$ cat src/rtl/tag_pwr_pkg.sv
package tag_pwr_pkg;
    typedef enum logic [2:0] {
        ST_RESET  = 3'd0,
        ST_RETAIN = 3'd1,
        ST_SLEEP  = 3'd2,
        ST_RX     = 3'd3,
        ST_TX     = 3'd4
    } pwr_state_t;

    typedef enum logic [1:0] {
        SN_IDLE   = 2'd0,
        SN_SETTLE = 2'd1,
        SN_CONV   = 2'd2
    } sns_state_t;
endpackage

$ cat src/rtl/tag_sup_filter.sv
module tag_sup_filter #(
    parameter int              N         = 3,
    parameter int              DB_CYCLES = 4,
    parameter logic [N-1:0]    RST_VAL   = '0
) (
    input  logic         clk,
    input  logic         rst_n,
    input  logic [N-1:0] din,
    output logic [N-1:0] dout
);
    localparam int CNT_W = $clog2(DB_CYCLES + 1);
    localparam logic [CNT_W-1:0] CNT_LAST = CNT_W'(DB_CYCLES - 1);

    for (genvar g = 0; g < N; g++) begin : g_bit
        logic             s1, s2;
        logic [CNT_W-1:0] cnt;

        always_ff @(posedge clk or negedge rst_n) begin
            if (!rst_n) begin
                s1      <= RST_VAL[g];
                s2      <= RST_VAL[g];
                cnt     <= '0;
                dout[g] <= RST_VAL[g];
            end else begin
                s1 <= din[g];
                s2 <= s1;
                if (s2 != dout[g]) begin
                    if (cnt == CNT_LAST) begin
                        dout[g] <= s2;
                        cnt     <= '0;
                    end else begin
                        cnt <= cnt + 1'b1;
                    end
                end else begin
                    cnt <= '0;
                end
            end
        end
    end
endmodule

$ cat src/rtl/tag_pwr_fsm.sv
module tag_pwr_fsm
    import tag_pwr_pkg::*;
(
    input  logic clk,
    input  logic rst_n,
    input  logic lo_hard,
    input  logic lo_ret,
    input  logic energy,
    input  logic pkt_start,
    input  logic rx_done,
    input  logic tx_start,
    input  logic tx_done,
    output logic core_rst,
    output logic retain_en,
    output logic demod_en,
    output logic clk_fast,
    output logic clk_slow,
    output logic xfer_abort,
    output logic load_grant,
    output logic load_kill
);
    pwr_state_t state, nxt;
    logic       abort_q;

    always_comb begin
        nxt = state;
        if (lo_hard) begin
            nxt = ST_RESET;
        end else begin
            unique case (state)
                ST_RESET:  nxt = lo_ret ? ST_RETAIN : ST_SLEEP;
                ST_RETAIN: if (!lo_ret) nxt = ST_SLEEP;
                ST_SLEEP: begin
                    if (lo_ret)                   nxt = ST_RETAIN;
                    else if (pkt_start && energy) nxt = ST_RX;
                end
                ST_RX: begin
                    if (lo_ret)        nxt = ST_RETAIN;
                    else if (tx_start) nxt = ST_TX;
                    else if (rx_done)  nxt = ST_SLEEP;
                end
                ST_TX: begin
                    if (lo_ret)       nxt = ST_RETAIN;
                    else if (tx_done) nxt = ST_SLEEP;
                end
            endcase
        end
    end

    always_ff @(posedge clk or negedge rst_n) begin
        if (!rst_n) state <= ST_RESET;
        else        state <= nxt;
    end

    always_ff @(posedge clk or negedge rst_n) begin
        if (!rst_n) begin
            abort_q <= 1'b0;
        end else if (nxt == ST_RESET) begin
            abort_q <= 1'b0;
        end else if ((state == ST_RX || state == ST_TX) && nxt == ST_RETAIN) begin
            abort_q <= 1'b1;
        end else if (state == ST_SLEEP && nxt == ST_RX) begin
            abort_q <= 1'b0;
        end
    end

    always_comb begin
        core_rst   = 1'b0;
        retain_en  = 1'b0;
        demod_en   = 1'b0;
        clk_fast   = 1'b0;
        clk_slow   = 1'b0;
        xfer_abort = 1'b0;
        unique case (state)
            ST_RESET:  core_rst   = 1'b1;
            ST_RETAIN: retain_en  = 1'b1;
            ST_SLEEP:  xfer_abort = abort_q;
            ST_RX: begin
                clk_fast = 1'b1;
                demod_en = energy;
            end
            ST_TX:     clk_slow   = 1'b1;
        endcase
    end

    assign load_grant = (nxt == ST_SLEEP) || (nxt == ST_RX);
    assign load_kill  = (nxt == ST_RESET) || (nxt == ST_RETAIN);
endmodule

$ cat src/rtl/tag_sensor_seq.sv
module tag_sensor_seq
    import tag_pwr_pkg::*;
#(
    parameter int SETTLE_W = 8
) (
    input  logic                clk,
    input  logic                rst_n,
    input  logic                grant,
    input  logic                kill,
    input  logic                req,
    input  logic [SETTLE_W-1:0] settle_len,
    input  logic                adc_done,
    output logic                sensor_en,
    output logic                adc_start
);
    localparam int SUM_W = SETTLE_W + 1;

    sns_state_t          state, nxt;
    logic [SETTLE_W-1:0] cnt;
    logic                settled;

    assign settled = ({1'b0, cnt} + SUM_W'(1)) >= {1'b0, settle_len};

    always_comb begin
        nxt = state;
        if (kill) begin
            nxt = SN_IDLE;
        end else begin
            unique case (state)
                SN_IDLE:   if (grant && req) nxt = SN_SETTLE;
                SN_SETTLE: if (settled)      nxt = SN_CONV;
                SN_CONV:   if (adc_done)     nxt = SN_IDLE;
                default:                     nxt = SN_IDLE;
            endcase
        end
    end

    always_ff @(posedge clk or negedge rst_n) begin
        if (!rst_n) begin
            state     <= SN_IDLE;
            cnt       <= '0;
            adc_start <= 1'b0;
        end else begin
            state     <= nxt;
            adc_start <= (state == SN_SETTLE) && (nxt == SN_CONV);
            if (state == SN_SETTLE && nxt == SN_SETTLE) cnt <= cnt + 1'b1;
            else                                        cnt <= '0;
        end
    end

    assign sensor_en = (state != SN_IDLE);
endmodule

$ cat src/rtl/tag_power_ctrl.sv
module tag_power_ctrl #(
    parameter int DB_CYCLES = 4,
    parameter int SETTLE_W  = 8
) (
    input  logic                clk,
    input  logic                rst_n,
    input  logic                sup_lo_hard,
    input  logic                sup_lo_ret,
    input  logic                sup_energy_ok,
    input  logic                pkt_start,
    input  logic                rx_done,
    input  logic                tx_start,
    input  logic                tx_done,
    input  logic                sense_req,
    input  logic [SETTLE_W-1:0] settle_len,
    input  logic                adc_done,
    output logic                core_rst,
    output logic                retain_en,
    output logic                demod_en,
    output logic                clk_fast,
    output logic                clk_slow,
    output logic                sensor_en,
    output logic                adc_start,
    output logic                xfer_abort
);
    localparam int NSUP = 3;
    localparam logic [NSUP-1:0] SUP_RST = 3'b011;

    logic [NSUP-1:0] sup_db;
    logic            lo_hard_db, lo_ret_db, energy_db;
    logic            load_grant, load_kill;

    tag_sup_filter #(
        .N         (NSUP),
        .DB_CYCLES (DB_CYCLES),
        .RST_VAL   (SUP_RST)
    ) filt_i (
        .clk   (clk),
        .rst_n (rst_n),
        .din   ({sup_energy_ok, sup_lo_ret, sup_lo_hard}),
        .dout  (sup_db)
    );

    assign lo_hard_db = sup_db[0];
    assign lo_ret_db  = sup_db[1];
    assign energy_db  = sup_db[2];

    tag_pwr_fsm fsm_i (
        .clk        (clk),
        .rst_n      (rst_n),
        .lo_hard    (lo_hard_db),
        .lo_ret     (lo_ret_db),
        .energy     (energy_db),
        .pkt_start  (pkt_start),
        .rx_done    (rx_done),
        .tx_start   (tx_start),
        .tx_done    (tx_done),
        .core_rst   (core_rst),
        .retain_en  (retain_en),
        .demod_en   (demod_en),
        .clk_fast   (clk_fast),
        .clk_slow   (clk_slow),
        .xfer_abort (xfer_abort),
        .load_grant (load_grant),
        .load_kill  (load_kill)
    );

    tag_sensor_seq #(
        .SETTLE_W (SETTLE_W)
    ) sns_i (
        .clk        (clk),
        .rst_n      (rst_n),
        .grant      (load_grant),
        .kill       (load_kill),
        .req        (sense_req),
        .settle_len (settle_len),
        .adc_done   (adc_done),
        .sensor_en  (sensor_en),
        .adc_start  (adc_start)
    );
endmodule

$ cat config.mk
export PLATFORM = sky130hd
export DESIGN_NAME = tag_power_ctrl
export DESIGN_NICKNAME = d
export VERILOG_FILES = /design/src/rtl/tag_pwr_pkg.sv /design/src/rtl/tag_sup_filter.sv /design/src/rtl/tag_pwr_fsm.sv /design/src/rtl/tag_sensor_seq.sv /design/src/rtl/tag_power_ctrl.sv
export SDC_FILE = /design/constraint.sdc
export NUM_CORES = 1
export LEC_CHECK = 0
export BUFFER_PORTS_ARGS = -buffer_cell sky130_fd_sc_hd__buf_4
export CORE_MARGIN = 4
export CORE_UTILIZATION = 41
export CTS_BUF_LIST = sky130_fd_sc_hd__clkbuf_16
export CTS_CLUSTER_SIZE = 10
export DETAILED_ROUTE_END_ITERATION = 7
export PLACE_DENSITY_LB_ADDON = 0.15
export SETUP_SLACK_MARGIN = 0.05
export SLEW_MARGIN = 5
export SYNTH_ARGS = -nofsm -noshare
export SYNTH_HDL_FRONTEND = slang
export SYNTH_SLANG_ARGS = --single-unit
$ cat constraint.sdc
create_clock -name clk -period 4.4 [get_ports clk]
set_clock_uncertainty 0.05 [all_clocks]
set_input_delay 0.88 -clock clk [delete_from_list [all_inputs] [get_ports clk]]
set_output_delay 0.88 -clock clk [all_outputs]
set_load 0.005 [all_outputs]
==> Word-level counts from Yosys, hierarchy flattened <==
Index checks and enable logic that the tools add are counted.
{ "totals": {"word_cells": 89, "ff_bits": 33} }
{ "classes": {"mux": 32, "n_lt_le_gt_ge": 1, "add_sub_neg": 5, "n_reduce_logical": 17, "eq_ne": 17} }
{ "op_table": {"columns": ["op", "n"], "rows": [
  ["$mux 3", 15],
  ["$eq 3x2->1 const B", 7],
  ["$pmux 3 s5", 1],
  ["$mux 2", 5],
  ["$add 3x1->3 const B", 3],
  ["$add 8x1->9 const B", 1],
  ["$ge 9x8->1", 1],
  ["$mux 1", 9],
  ["$add 8x1->8 const B", 1],
  ["$mux 8", 1],
  ["$eq 3x1->1 const B", 2],
  ["$logic_and 1x1->1", 6],
  ["$logic_not 3->1", 2],
  ["$pmux 2 s3", 1],
  ["$reduce_and 2->1", 3],
  ["$eq 2x1->1 const B", 2],
  ["$eq 2x2->1 const B", 2],
  ["$eq 3x3->1 const B", 1],
  ["$logic_or 1x1->1", 3],
  ["$ne 1x1->1", 3],
  ["$reduce_bool 3->1", 1],
  ["$logic_not 2->1", 1],
  ["$reduce_bool 2->1", 1]
]} }

==> Logic depth before layout (Yosys ltp) <==
{ "depth": {"depth_word": 14, "mapped_depth": 9, "ltp_nobuf": 8} }

==> Cells and area by module <==
From an unflattened synthesis, not the netlist that was laid out.
{ "hier_totals": {"cells_unflattened": 143, "area_unflattened_um2": 1676.6} }
{ "by_module_without_submodules": {"columns": ["module", "seq_area_each_um2", "cells_per_inst", "instances", "area_per_inst_um2"], "rows": [
  ["tag_sensor_seq", 275.3, 78, 1, 768.2],
  ["tag_sup_filter", 457.9, 39, 1, 655.6],
  ["tag_pwr_fsm", 100.1, 26, 1, 252.7]
]} }

==> Worst setup path before layout <==
No wires, ideal clock.
{ "synth_path": {"path_type": "input -> register", "start": "in settle_len[0]", "end": "reg sns_i.state[1]", "t_arrival_ns": 2.062, "setup_ns": 0.121, "path_buffers": 1, "cell_stages": 6, "path_slack_ns": 2.167, "path_cell_list": "ha_1 > nand2b_1 > a2111oi_2 > o211ai_1 > buf_4 > o2bb2ai_1"} }
{ "synth_between": {"elab_chain_cells": 4} }
{ "synth_rtl": {"columns": ["element", "line", "source"], "rows": [
  ["start, declared", "tag_power_ctrl.sv:15", "input logic [SETTLE_W-1:0] settle_len,"],
  ["$ge 9x8->1", "tag_sensor_seq.sv:22", "assign settled = ({1'b0, cnt} + SUM_W'(1)) >= {1'b0, settle_len};"],
  ["$mux 2", "tag_sensor_seq.sv:31", "SN_SETTLE: if (settled) nxt = SN_CONV;"],
  ["$pmux 2 s3", "tag_sensor_seq.sv:29", "unique case (state)"],
  ["$mux 2", "tag_sensor_seq.sv:26", "if (kill) begin"],
  ["net sns_i.nxt[1]", "tag_sensor_seq.sv:18", "sns_state_t state, nxt;"],
  ["end signal, assigned", "tag_sensor_seq.sv:44", "state <= nxt;"],
  ["end, declared", "tag_sensor_seq.sv:18", null]
]} }
The timed path passes the listed nets, and every way through them passes these cells.
A chain may end at the register's enable or synchronous reset.

==> Final worst setup path <==
{ "layout_path": {"start": "reg sns_i.cnt[0]", "end": "reg sns_i.state[0]"} }
{ "layout_between": {"elab_chain_cells": 5} }
{ "layout_rtl": {"columns": ["element", "line", "source"], "rows": [
  ["start, declared", "tag_sensor_seq.sv:19", "logic [SETTLE_W-1:0] cnt;"],
  ["start signal, assigned", "tag_sensor_seq.sv:46", "if (state == SN_SETTLE && nxt == SN_SETTLE) cnt <= cnt + 1'b1;"],
  ["$add 8x1->9", "tag_sensor_seq.sv:22", null],
  ["$ge 9x8->1", "tag_sensor_seq.sv:22", null],
  ["$mux 2", "tag_sensor_seq.sv:31", null],
  ["$pmux 2 s3", "tag_sensor_seq.sv:29", null],
  ["$mux 2", "tag_sensor_seq.sv:26", null],
  ["net sns_i.nxt[0]", "tag_sensor_seq.sv:18", null]
]} }
The timed path passes the listed nets, and every way through them passes these cells.

==> impl_metrics.ini <==
[drt]
drtPass1Iterations = 4
drt_wl_total_um = 2910
ant_nets = 0
viasPerCell = 5.13
drc = 0
drt-initial-drc-count = 45
num_vias = 1092
drt-wirelength-per-cell_um = 13.7

[synth]
ys_types = 38
avgSynthCellArea_sq_um = 12.2
synth_top_area_cell = dfrtp_1
yosysSeqAreaShare_pct = 50.3
ys_warn_count = 0
synth_fp_nets = 167
ys_top_cells_by_count = 27 x dfrtp_1, 12 x ha_1, 10 x inv_1
syn-instance-count = 136
yosysTopAreaCellShare_pct = 40.8
syn-cell-area_sq_um = 1660
synth_ff_type = dfrtp_1
synthArstFlopShare_pct = 100
synth_edf_count = 0
yosysMostFrequentCell = dfrtp_1
synth.area.top_cells = dfrtp_1 41%, dfstp_2 9.5%, ha_1 9.1%, nor3b_2 4.5%, xnor2_1 4.2%
ys_ff_latch = 33

[clocking]
cts_tree = done
cts_resized = 0
cts-root-buf = clkbuf_16
cts_buffer_depth = 2
cts_setup_buffers = 0
cts_sinks = 33
path_clk_slew_ns = 0.05
hold_buffers = 0
htree_levels = 2
clk_latency_ns = 0.27
numCtsBuffers = 5

[worst_setup_path]
start_kind = flop
path_max_fanout = 11
cp-startpoint = sns_i.cnt[0]$_DFF_PN0_
r2r-end = sns_i.state[0]$_DFF_PN0_
r2r_setup_slack_ns = 1.42
critPathCaptureType = flop
critPathKind = flop to flop
required_ns = 4.45
r2r_cells = 8
reg2reg_from = sns_i.cnt[0]$_DFF_PN0_
arrival_ns = 3.02

[place]
post-dp-hpwl_um = 2220
routabilityCongestion = 0.777
portBuffers = 26

[power_and_ir_drop]
switching_share_pct = 27.2
comb_power_share_pct = 20.7
p_clk_share_pct = 37.0
seqPwrFrac_pct = 42.3
p_sw_uw = 280
p_per_area_nw_per_um2 = 505
p_leak_nw = 0.940
ir_drop_mv = 0.273
total_power_mw = 1.03
internal_power_uw = 748

[sta]
tns_ns = 0
timing.slew.headroom_pct = 18.3
max_freq_mhz = 336
period_needed_ns = 2.98
hold_viol = 0
tightest_slew_ns = 1.22
rsz0062_at_grt = false
period_share_pct = 67.6
final_max_slew_viol_count = 0
final-setup-viol-count = 0

[worst_hold_path]
holdPathStages = 0
hp-class = flop to flop
min_to = filt_i.g_bit[2].s2$_DFF_PN0_
hp-start = filt_i.g_bit[2].s1$_DFF_PN0_

[floorplanning]
die_y_um = 71.5
die_area_sq_um = 5120
placementRows = 22
core_sq_um = 3770
io_pins = 27
initial_core_util_pct = 43.9
fp.dieW_um = 71.5

[global_route]
grt_pass1_wl_um = 4870
grt_usage_pct = 12.1
grt_pass1_vias = 1144
antenna_found_initial = 0
grt_max_degree = 34
overflow = 0

[cells_and_area]
syn_to_final_growth_pct = 22.9
nNetsFinal = 195
post-route-util_pct = 53.9
fillerInstances = 321
drive_above_1_share_pct = 31.5
diodes = 0

[outcome]
outcome = finished clean

[job]
max_cap_viol_count = 0
[cell families (layout without fill, tap and decap cells)]
family          count (synthesis)  after routing  share of synthesized area, %
fa+ha+maj                      12             12                          9.07
simple gates                   48             48                          21.1
flops                          33             33                          50.3
mux                             3              3                          2.04
xor+xnor                        9              9                          4.76
compound gates                 15             15                          7.63
buf+inv                        16             45                          5.06
[worst max-delay path by stage]
stage	to	slack, ns	depth (start not counted)
2_1_floorplan	sns_i.state[1]$_DFF_PN0_	2.17	6
3_3_place_gp	sns_i.state[0]$_DFF_PN0_	1.54	8
3_5_place_dp	sns_i.state[0]$_DFF_PN0_	1.44	8
4_1_cts	sns_i.state[0]$_DFF_PN0_	1.42	8
5_1_grt	sns_i.state[0]$_DFF_PN0_	1.28	8
6_report	sns_i.state[0]$_DFF_PN0_	1.42	8
[power groups by stage]
stage          clock [mW]  combinational [mW]  sequential (mW)
2_1_floorplan           0               0.181            0.402
3_3_place_gp            0               0.204            0.433
3_5_place_dp            0               0.216            0.438
4_1_cts             0.389               0.218            0.436
5_1_grt             0.406               0.240            0.443
6_report            0.380               0.212            0.435
[cells in the final DEF (no fill, tap or decap), types with 4 or more instances in the layout]
cell       synthesis  final
inv_1             10     10
nor3b_2            6      6
ha_1              12     12
nor3b_1            8      8
nor3_1             5      5
a21oi_1            5      5
buf_4              2     26
dfrtp_1           27     27
xnor2_1            8      8
dfstp_2            6      6
nor2b_1            4      4
nand3_1            5      5
clkbuf_16          0      5
[worst max-delay path, cell delays in order (launching register included)]
cell	delay (ns)
dfrtp_1	0.48
ha_1	0.29
nand3_1	0.12
xnor2_1	0.16
ha_1	0.28
nand2_1	0.04
a211o_1	0.26
o211ai_1	0.95
o21ai_0	0.18
[registers in the layout (all words and copies together), names as in the netlist]
signal	cells
filt_i.g_bit.s1	3
sns_i.cnt	8
sns_i.adc_start	1
filt_i.g_bit.cnt	9
fsm_i.state	3
filt_i.g_bit.s2	3
filt_i.dout	3
sns_i.state	2
fsm_i.abort_q	1
[through the flow]
step / instance area, sq um / cells / hold WS [ns] / worst slack, ns
global placement: 1870 / 205 / 0.288 / 1.54
global route: 2030 / 213 / 0.310 / 1.28
floorplan: 1660 / 136 / 0.281 / 2.17
detailed placement: 1870 / 205 / 0.293 / 1.44
CTS: 2030 / 213 / 0.305 / 1.42
finish: 2030 / 213 / 0.305 / 1.42
[layer usage]
layer  global-route usage [%]  wire length, um
met1                     13.1             1190
met2                     22.1             1530
met3                     3.79              159
met4                     4.38               27
met5                        0                0
[area by class of cell]
class	instances	area, sq um	area share (%)
timing repair buffer	26	195	9.59
tap	48	60.1	2.95
multi-input combinational	87	738	36.3
clock buffer	5	125	6.15
clock inverter	3	41.3	2.03
inverter	11	41.3	2.03
sequential	33	833	41.0
No activity file was read; power rests on OpenSTA's default activity.
